===== config.mk =====
export PLATFORM = sky130hd
export DESIGN_NAME = seq_divider
export DESIGN_NICKNAME = d
export VERILOG_FILES = /design/src/rtl/div_pkg.sv /design/src/rtl/div_lzc.sv /design/src/rtl/div_step.sv /design/src/rtl/seq_divider.sv
export SDC_FILE = /design/constraint.sdc
export NUM_CORES = 1
export LEC_CHECK = 0
export BUFFER_PORTS_ARGS = -buffer_cell sky130_fd_sc_hd__buf_2
export CAP_MARGIN = 40
export CORE_ASPECT_RATIO = 1.4
export CORE_MARGIN = 10
export CORE_UTILIZATION = 49
export CTS_BUF_LIST = sky130_fd_sc_hd__clkbuf_8 sky130_fd_sc_hd__clkbuf_16
export CTS_CLUSTER_DIAMETER = 120
export DETAILED_ROUTE_END_ITERATION = 8
export MAX_ROUTING_LAYER = met4
export PLACE_DENSITY_LB_ADDON = 0.25
export SLEW_MARGIN = 15
export SYNTH_ARGS = -nofsm -noshare
export SYNTH_HDL_FRONTEND = slang
export SYNTH_HIERARCHICAL = 1
export SYNTH_SLANG_ARGS = --single-unit

===== constraint.sdc =====
create_clock -name clk -period 13.22 [get_ports clk]
set_input_delay 2.644 -clock clk [delete_from_list [all_inputs] [get_ports clk]]
set_output_delay 2.644 -clock clk [all_outputs]
set_load 0.03 [all_outputs]

===== src/rtl/div_pkg.sv =====
package div_pkg;
  typedef enum logic {
    ST_IDLE = 1'b0,
    ST_RUN  = 1'b1
  } div_state_e;
endpackage


===== src/rtl/div_lzc.sv =====
module div_lzc #(
  parameter int W  = 32,
  parameter int CW = $clog2(W + 1)
) (
  input  logic [W-1:0]  val_i,
  output logic [CW-1:0] zeros_o
);
  always_comb begin
    zeros_o = CW'(W);
    for (int i = 0; i < W; i++) begin
      if (val_i[i]) zeros_o = CW'(W - 1 - i);
    end
  end
endmodule


===== src/rtl/div_step.sv =====
module div_step #(
  parameter int W = 32
) (
  input  logic [W-1:0] rem_i,
  input  logic [W-1:0] dend_i,
  input  logic [W-1:0] quo_i,
  input  logic [W-1:0] dvs_i,
  output logic [W-1:0] rem_o,
  output logic [W-1:0] dend_o,
  output logic [W-1:0] quo_o
);
  logic [W:0]   shifted;
  logic [W+1:0] trial;
  logic         neg;

  always_comb begin
    shifted = {rem_i, dend_i[W-1]};
    trial   = {1'b0, shifted} - {2'b00, dvs_i};
    neg     = trial[W+1];
    rem_o   = neg ? shifted[W-1:0] : trial[W-1:0];
    quo_o   = {quo_i[W-2:0], ~neg};
    dend_o  = {dend_i[W-2:0], 1'b0};
  end
endmodule


===== src/rtl/seq_divider.sv =====
module seq_divider #(
  parameter int WIDTH = 32
) (
  input  logic             clk,
  input  logic             rst_n,
  input  logic             start_i,
  input  logic [WIDTH-1:0] dividend_i,
  input  logic [WIDTH-1:0] divisor_i,
  output logic             busy_o,
  output logic             done_o,
  output logic [WIDTH-1:0] quotient_o,
  output logic [WIDTH-1:0] remainder_o,
  output logic             div_zero_o
);
  import div_pkg::*;

  localparam int CW = $clog2(WIDTH + 1);

  // reset release synchroniser
  logic rst_meta_q, rst_sync_q;
  always_ff @(posedge clk or negedge rst_n) begin
    if (!rst_n) begin
      rst_meta_q <= 1'b0;
      rst_sync_q <= 1'b0;
    end else begin
      rst_meta_q <= 1'b1;
      rst_sync_q <= rst_meta_q;
    end
  end

  div_state_e       state_q, state_d;
  logic [CW-1:0]    cnt_q, cnt_d;
  logic [WIDTH-1:0] rem_q, rem_d, quo_q, quo_d, dend_q, dend_d, dvs_q, dvs_d;
  logic             done_q, done_d, dz_q, dz_d;
  logic             en;

  logic [CW-1:0]    lz;
  logic [WIDTH-1:0] st_rem, st_quo, st_dend;

  div_lzc #(.W(WIDTH), .CW(CW)) u_lzc (
    .val_i   (dividend_i),
    .zeros_o (lz)
  );

  div_step #(.W(WIDTH)) u_step (
    .rem_i  (rem_q),
    .dend_i (dend_q),
    .quo_i  (quo_q),
    .dvs_i  (dvs_q),
    .rem_o  (st_rem),
    .dend_o (st_dend),
    .quo_o  (st_quo)
  );

  always_comb begin
    state_d = state_q;
    cnt_d   = cnt_q;
    rem_d   = rem_q;
    quo_d   = quo_q;
    dend_d  = dend_q;
    dvs_d   = dvs_q;
    dz_d    = dz_q;
    done_d  = 1'b0;
    en      = 1'b0;
    unique case (state_q)
      ST_IDLE: begin
        if (start_i) begin
          en   = 1'b1;
          dz_d = (divisor_i == '0);
          if (divisor_i == '0) begin
            quo_d  = '1;
            rem_d  = dividend_i;
            done_d = 1'b1;
          end else if (dividend_i == '0) begin
            quo_d  = '0;
            rem_d  = '0;
            done_d = 1'b1;
          end else begin
            state_d = ST_RUN;
            quo_d   = '0;
            rem_d   = '0;
            dvs_d   = divisor_i;
            dend_d  = dividend_i << lz;
            cnt_d   = CW'(WIDTH) - lz;
          end
        end
      end
      ST_RUN: begin
        en     = 1'b1;
        rem_d  = st_rem;
        quo_d  = st_quo;
        dend_d = st_dend;
        cnt_d  = cnt_q - 1'b1;
        if (cnt_q == CW'(1)) begin
          state_d = ST_IDLE;
          done_d  = 1'b1;
        end
      end
      default: state_d = ST_IDLE;
    endcase
  end

  always_ff @(posedge clk or negedge rst_sync_q) begin
    if (!rst_sync_q) begin
      state_q <= ST_IDLE;
      done_q  <= 1'b0;
      cnt_q   <= '0;
      rem_q   <= '0;
      quo_q   <= '0;
      dend_q  <= '0;
      dvs_q   <= '0;
      dz_q    <= 1'b0;
    end else begin
      state_q <= state_d;
      done_q  <= done_d;
      if (en) begin
        cnt_q  <= cnt_d;
        rem_q  <= rem_d;
        quo_q  <= quo_d;
        dend_q <= dend_d;
        dvs_q  <= dvs_d;
        dz_q   <= dz_d;
      end
    end
  end

  assign busy_o      = (state_q == ST_RUN);
  assign done_o      = done_q;
  assign quotient_o  = quo_q;
  assign remainder_o = rem_q;
  assign div_zero_o  = dz_q;
endmodule


==> results.txt <==
Int Pwr - 2.08 mW
H-Tree Depth - 4
Vias in the first global route - 9,288
Max_cap viols - 0
Layout cell share with drive strength beyond 1 - 24.6%
CTS sink count - 139
Yosys warns - 6
Mapped Area - 10,900 µm²
Post-synth net total - 1,210
Setup TNS - 0 ps
Synthesized instance count - 1,107
Worst Tran Pin Value - 919 ps
Crit path launch type - input port
Layout area overhead - 10.1%
Final min period - 5790 ps
Met3 WL - 1300 µm
Clock Pin Slew Worst Setup and Hold Paths - 60 ps
Ys flop type - dfrtp_1
Peak VDD IR - 0.152 mV
Hold Buf Count CTS - 0
Pre-Repair DR Iteration Count - 7
Die ar. - 28,800 µm²
Max-slew violations - 0
Clk Latency, worst-skew pair - 450 ps
#FFs+latches synth - 139
Fillers - 2,006
Worst Clk Skew - 8.34 ps
Port Buffers - 133
All-Layer GR Usage - 22.1%
Crit-path max cell delay - 580 ps
Syn avg cell area - 9.88 µm²
Hold Fails Final Rpt - 0
Status - complete, no violations
Area of the core - 21,900 µm²
Cell mode on critical path - o31ai_1
Cell Chain, Critical Path - buf_2 -> nor3b_1 -> nor3_1 -> o31ai_1 -> o2111ai_1 -> a221oi_4 -> buf_4 -> inv_2 -> mux4_2 -> a2bb2oi_2 -> o31ai_1 -> a221o_1
Flop pwr share - 22.7%
Seq/Total Area, Yosys - 31.8%
Die H - 197 µm
Antenna violations before repair - 1
Antenna viol nets, final - 0
Via density - 6.30
Worst rel slew slack - 38.3%
Area post-placement - 11,400 µm²
Grt ovf - 0
Critical path type - input port to flip-flop
Initial core utilization - 49.8%
Critical path arrival - 6110 ps
Switching Fraction - 43.0%
Leakage - 5.36 nW
Met2 WL - 16,000 µm
Multi-input gate area in the final layout - 6400 µm²
Largest area contributor in the netlist - dfrtp_1
Top-count cell post-synth - dfrtp_1
Total CTS buffers - 17
Post-cts sizing count - 0
Critical-path top delay cell - a221oi_4
Switching power - 1.57 mW
Num rows - 64
Routability Congestion - 0.966
CP Buf/Inv Count - 3
Crit path max-delay family - compound AO/OA/AOI/OAI gates
Ys async rst share - 100%
Crit end category - flip-flop
Min-delay worst type - flip-flop to asynchronous set/reset pin
Via count - 9,227
Req. time, crit path - 13,540 ps
DRT met1 WL - 12,800 µm
Final Instance Area - 12,000 µm²
Post-Route WL - 31,300 µm
F_max - 173 MHz
CTS tree - built
PD cells - 302 nW/µm²
Global-route wire length before repair - 50,400 µm
Synth area leaders - dfrtp_1 32%, mux4_2 6.0%, mux2_4 5.2%
Max layer used - met4
Post-CTS Repair Setup Buffers - 0
Post-synth EDFFs - 0
Top cells by count, synth - 139 x dfrtp_1, 85 x inv_1, 77 x nand2_1, 65 x buf_4, 47 x a21oi_1
Die width - 146 µm
Io pins - 134
Final setup fails - 0
HPWL after DPL - 22,900 µm
Top-area cell type share of the netlist area - 31.8%
Per-cell routed wire length - 21.4 µm
Largest fanout on the critical path - 33
Comb pwr share - 63.7%
CTS root buf - clkbuf_16
FF/Latch Area - 3490 µm²
Post-synthesis cell type count - 85
Maximum clock path buffer count - 2
Fraction of the cycle the final worst path needs - 43.8%
Remaining DRCs - 0
Pin count of the biggest net entering global routing - 84
RSZ-0062 raised after global routing - no
Clk pwr share - 13.6%
Initial drt markers - 904
Layout Nets - 1,256
[metrics by stage]
step | utilization, % | hold WS, ps | instances | total power [mW] | worst slack (ps)
after global placement | 51.7 | 344 | 1425 | 3.08 | 6990
after global routing | 54.9 | 281 | 1464 | 3.92 | 7170
after detailed placement | 52.0 | 264 | 1430 | 3.12 | 6960
after floorplan | - | 331 | 1107 | 2.80 | 7840
after CTS | 54.8 | 266 | 1462 | 3.64 | 7450
final | 54.9 | 251 | 1464 | 3.64 | 7430
[state kept, by name, indices dropped and copies added, names as in the netlist]
signal / count
done_o: 1
rst_meta_q: 1
remainder_o: 32
rst_sync_q: 1
cnt_q: 6
dend_q: 32
dvs_q: 32
div_zero_o: 1
busy_o: 1
quotient_o: 32
[worst register-to-register path, cell delays in order, from the launching register on]
cell	delay (ps)
dfrtp_1	440
inv_1	110
ha_1	190
inv_1	60
fa_1	430
a211o_1	320
a21oi_1	320
a21oi_1	200
o21ai_0	360
a21oi_1	270
a311oi_1	390
xnor2_1	100
mux2_4	260
a222oi_1	330
inv_1	70
[layout by cell type, fill, tap and decap left out, types with 7 or more instances in the layout]
cell type	netlist	final
and3_1	15	15
o221ai_1	19	18
inv_6	0	7
o21ai_1	8	8
xnor2_1	22	22
mux2_1	37	37
a222oi_1	32	32
buf_2	21	133
nand2_1	77	77
ha_1	35	35
mux2_2	15	15
o22ai_1	7	7
mux2i_1	27	27
mux4_2	29	29
nor2_1	46	45
xor2_1	7	7
nor4_1	26	25
o211ai_1	11	11
nor3_1	20	19
clkbuf_16	0	17
nand3_1	18	18
a21o_1	13	12
dfrtp_1	139	137
buf_4	65	12
o31ai_1	7	7
nand4_1	7	7
mux2_4	38	38
a21oi_1	47	46
nand2b_1	12	12
nor2b_1	10	10
o21ai_0	28	28
a221o_1	42	42
o21a_1	14	14
inv_1	85	86
[worst paths after layout]
path                                   startpoint                           to  slack, ps  cells after the start
max                                 dividend_i[0]       dend_q[19]$_DFFE_PN0P_       7430                     12
min                          rst_sync_q$_DFF_PN0_         dvs_q[8]$_DFFE_PN0P_        250                      0
max reg2reg                dend_q[31]$_DFFE_PN0P_  remainder_o[26]$_DFFE_PN0P_       9260                     14
min reg2reg                  rst_sync_q$_DFF_PN0_         dvs_q[8]$_DFFE_PN0P_        250                      0
max in group asynchronous                   rst_n         rst_sync_q$_DFF_PN0_      11140                      1
min in group clk             rst_meta_q$_DFF_PN0_         rst_sync_q$_DFF_PN0_        360                      0
[cells by family (layout without fill, tap and decap cells)]
family                     count (synthesis)  in the layout  synth area share, %
DFF                                      139            139                 31.8
adders and majority gates                 36             36                 4.19
buffers and inverters                    212            271                 10.4
AOI/OAI and AO/OA                        286            286                 20.5
and+or+nand+nor                          257            257                 11.7
other                                      2              3               0.0687
muxes                                    146            146                 19.0
xor gates and xnor gates                  29             29                 2.32
[power by group through the flow]
stage | logic (mW) | clock network [mW] | registers (mW)
2_1_floorplan | 1.82 | 0 | 0.980
3_3_place_gp | 2.25 | 0 | 0.831
3_5_place_dp | 2.29 | 0 | 0.831
4_1_cts | 2.31 | 0.503 | 0.827
5_1_grt | 2.54 | 0.520 | 0.857
6_report | 2.32 | 0.495 | 0.826
[layer usage]
layer  up-vias  GRT usage, %
met2       337          37.2
li1       4256             -
met4         0          11.1
met1      4555          25.7
met5         -             -
met3        79          2.73
[area by class of cell]
| cell class | instances | share of cell area [%] |
|---|---|---|
| clock inverter | 14 | 1.30 |
| antenna | 1 | 0.0208 |
| clock buffer | 18 | 3.65 |
| sequential | 139 | 28.9 |
| multi-input combinational | 756 | 53.1 |
| inverter | 89 | 2.79 |
| tap | 297 | 3.09 |
| timing repair buffer | 150 | 7.10 |
Note: power is estimated with default switching activity, not from simulation.
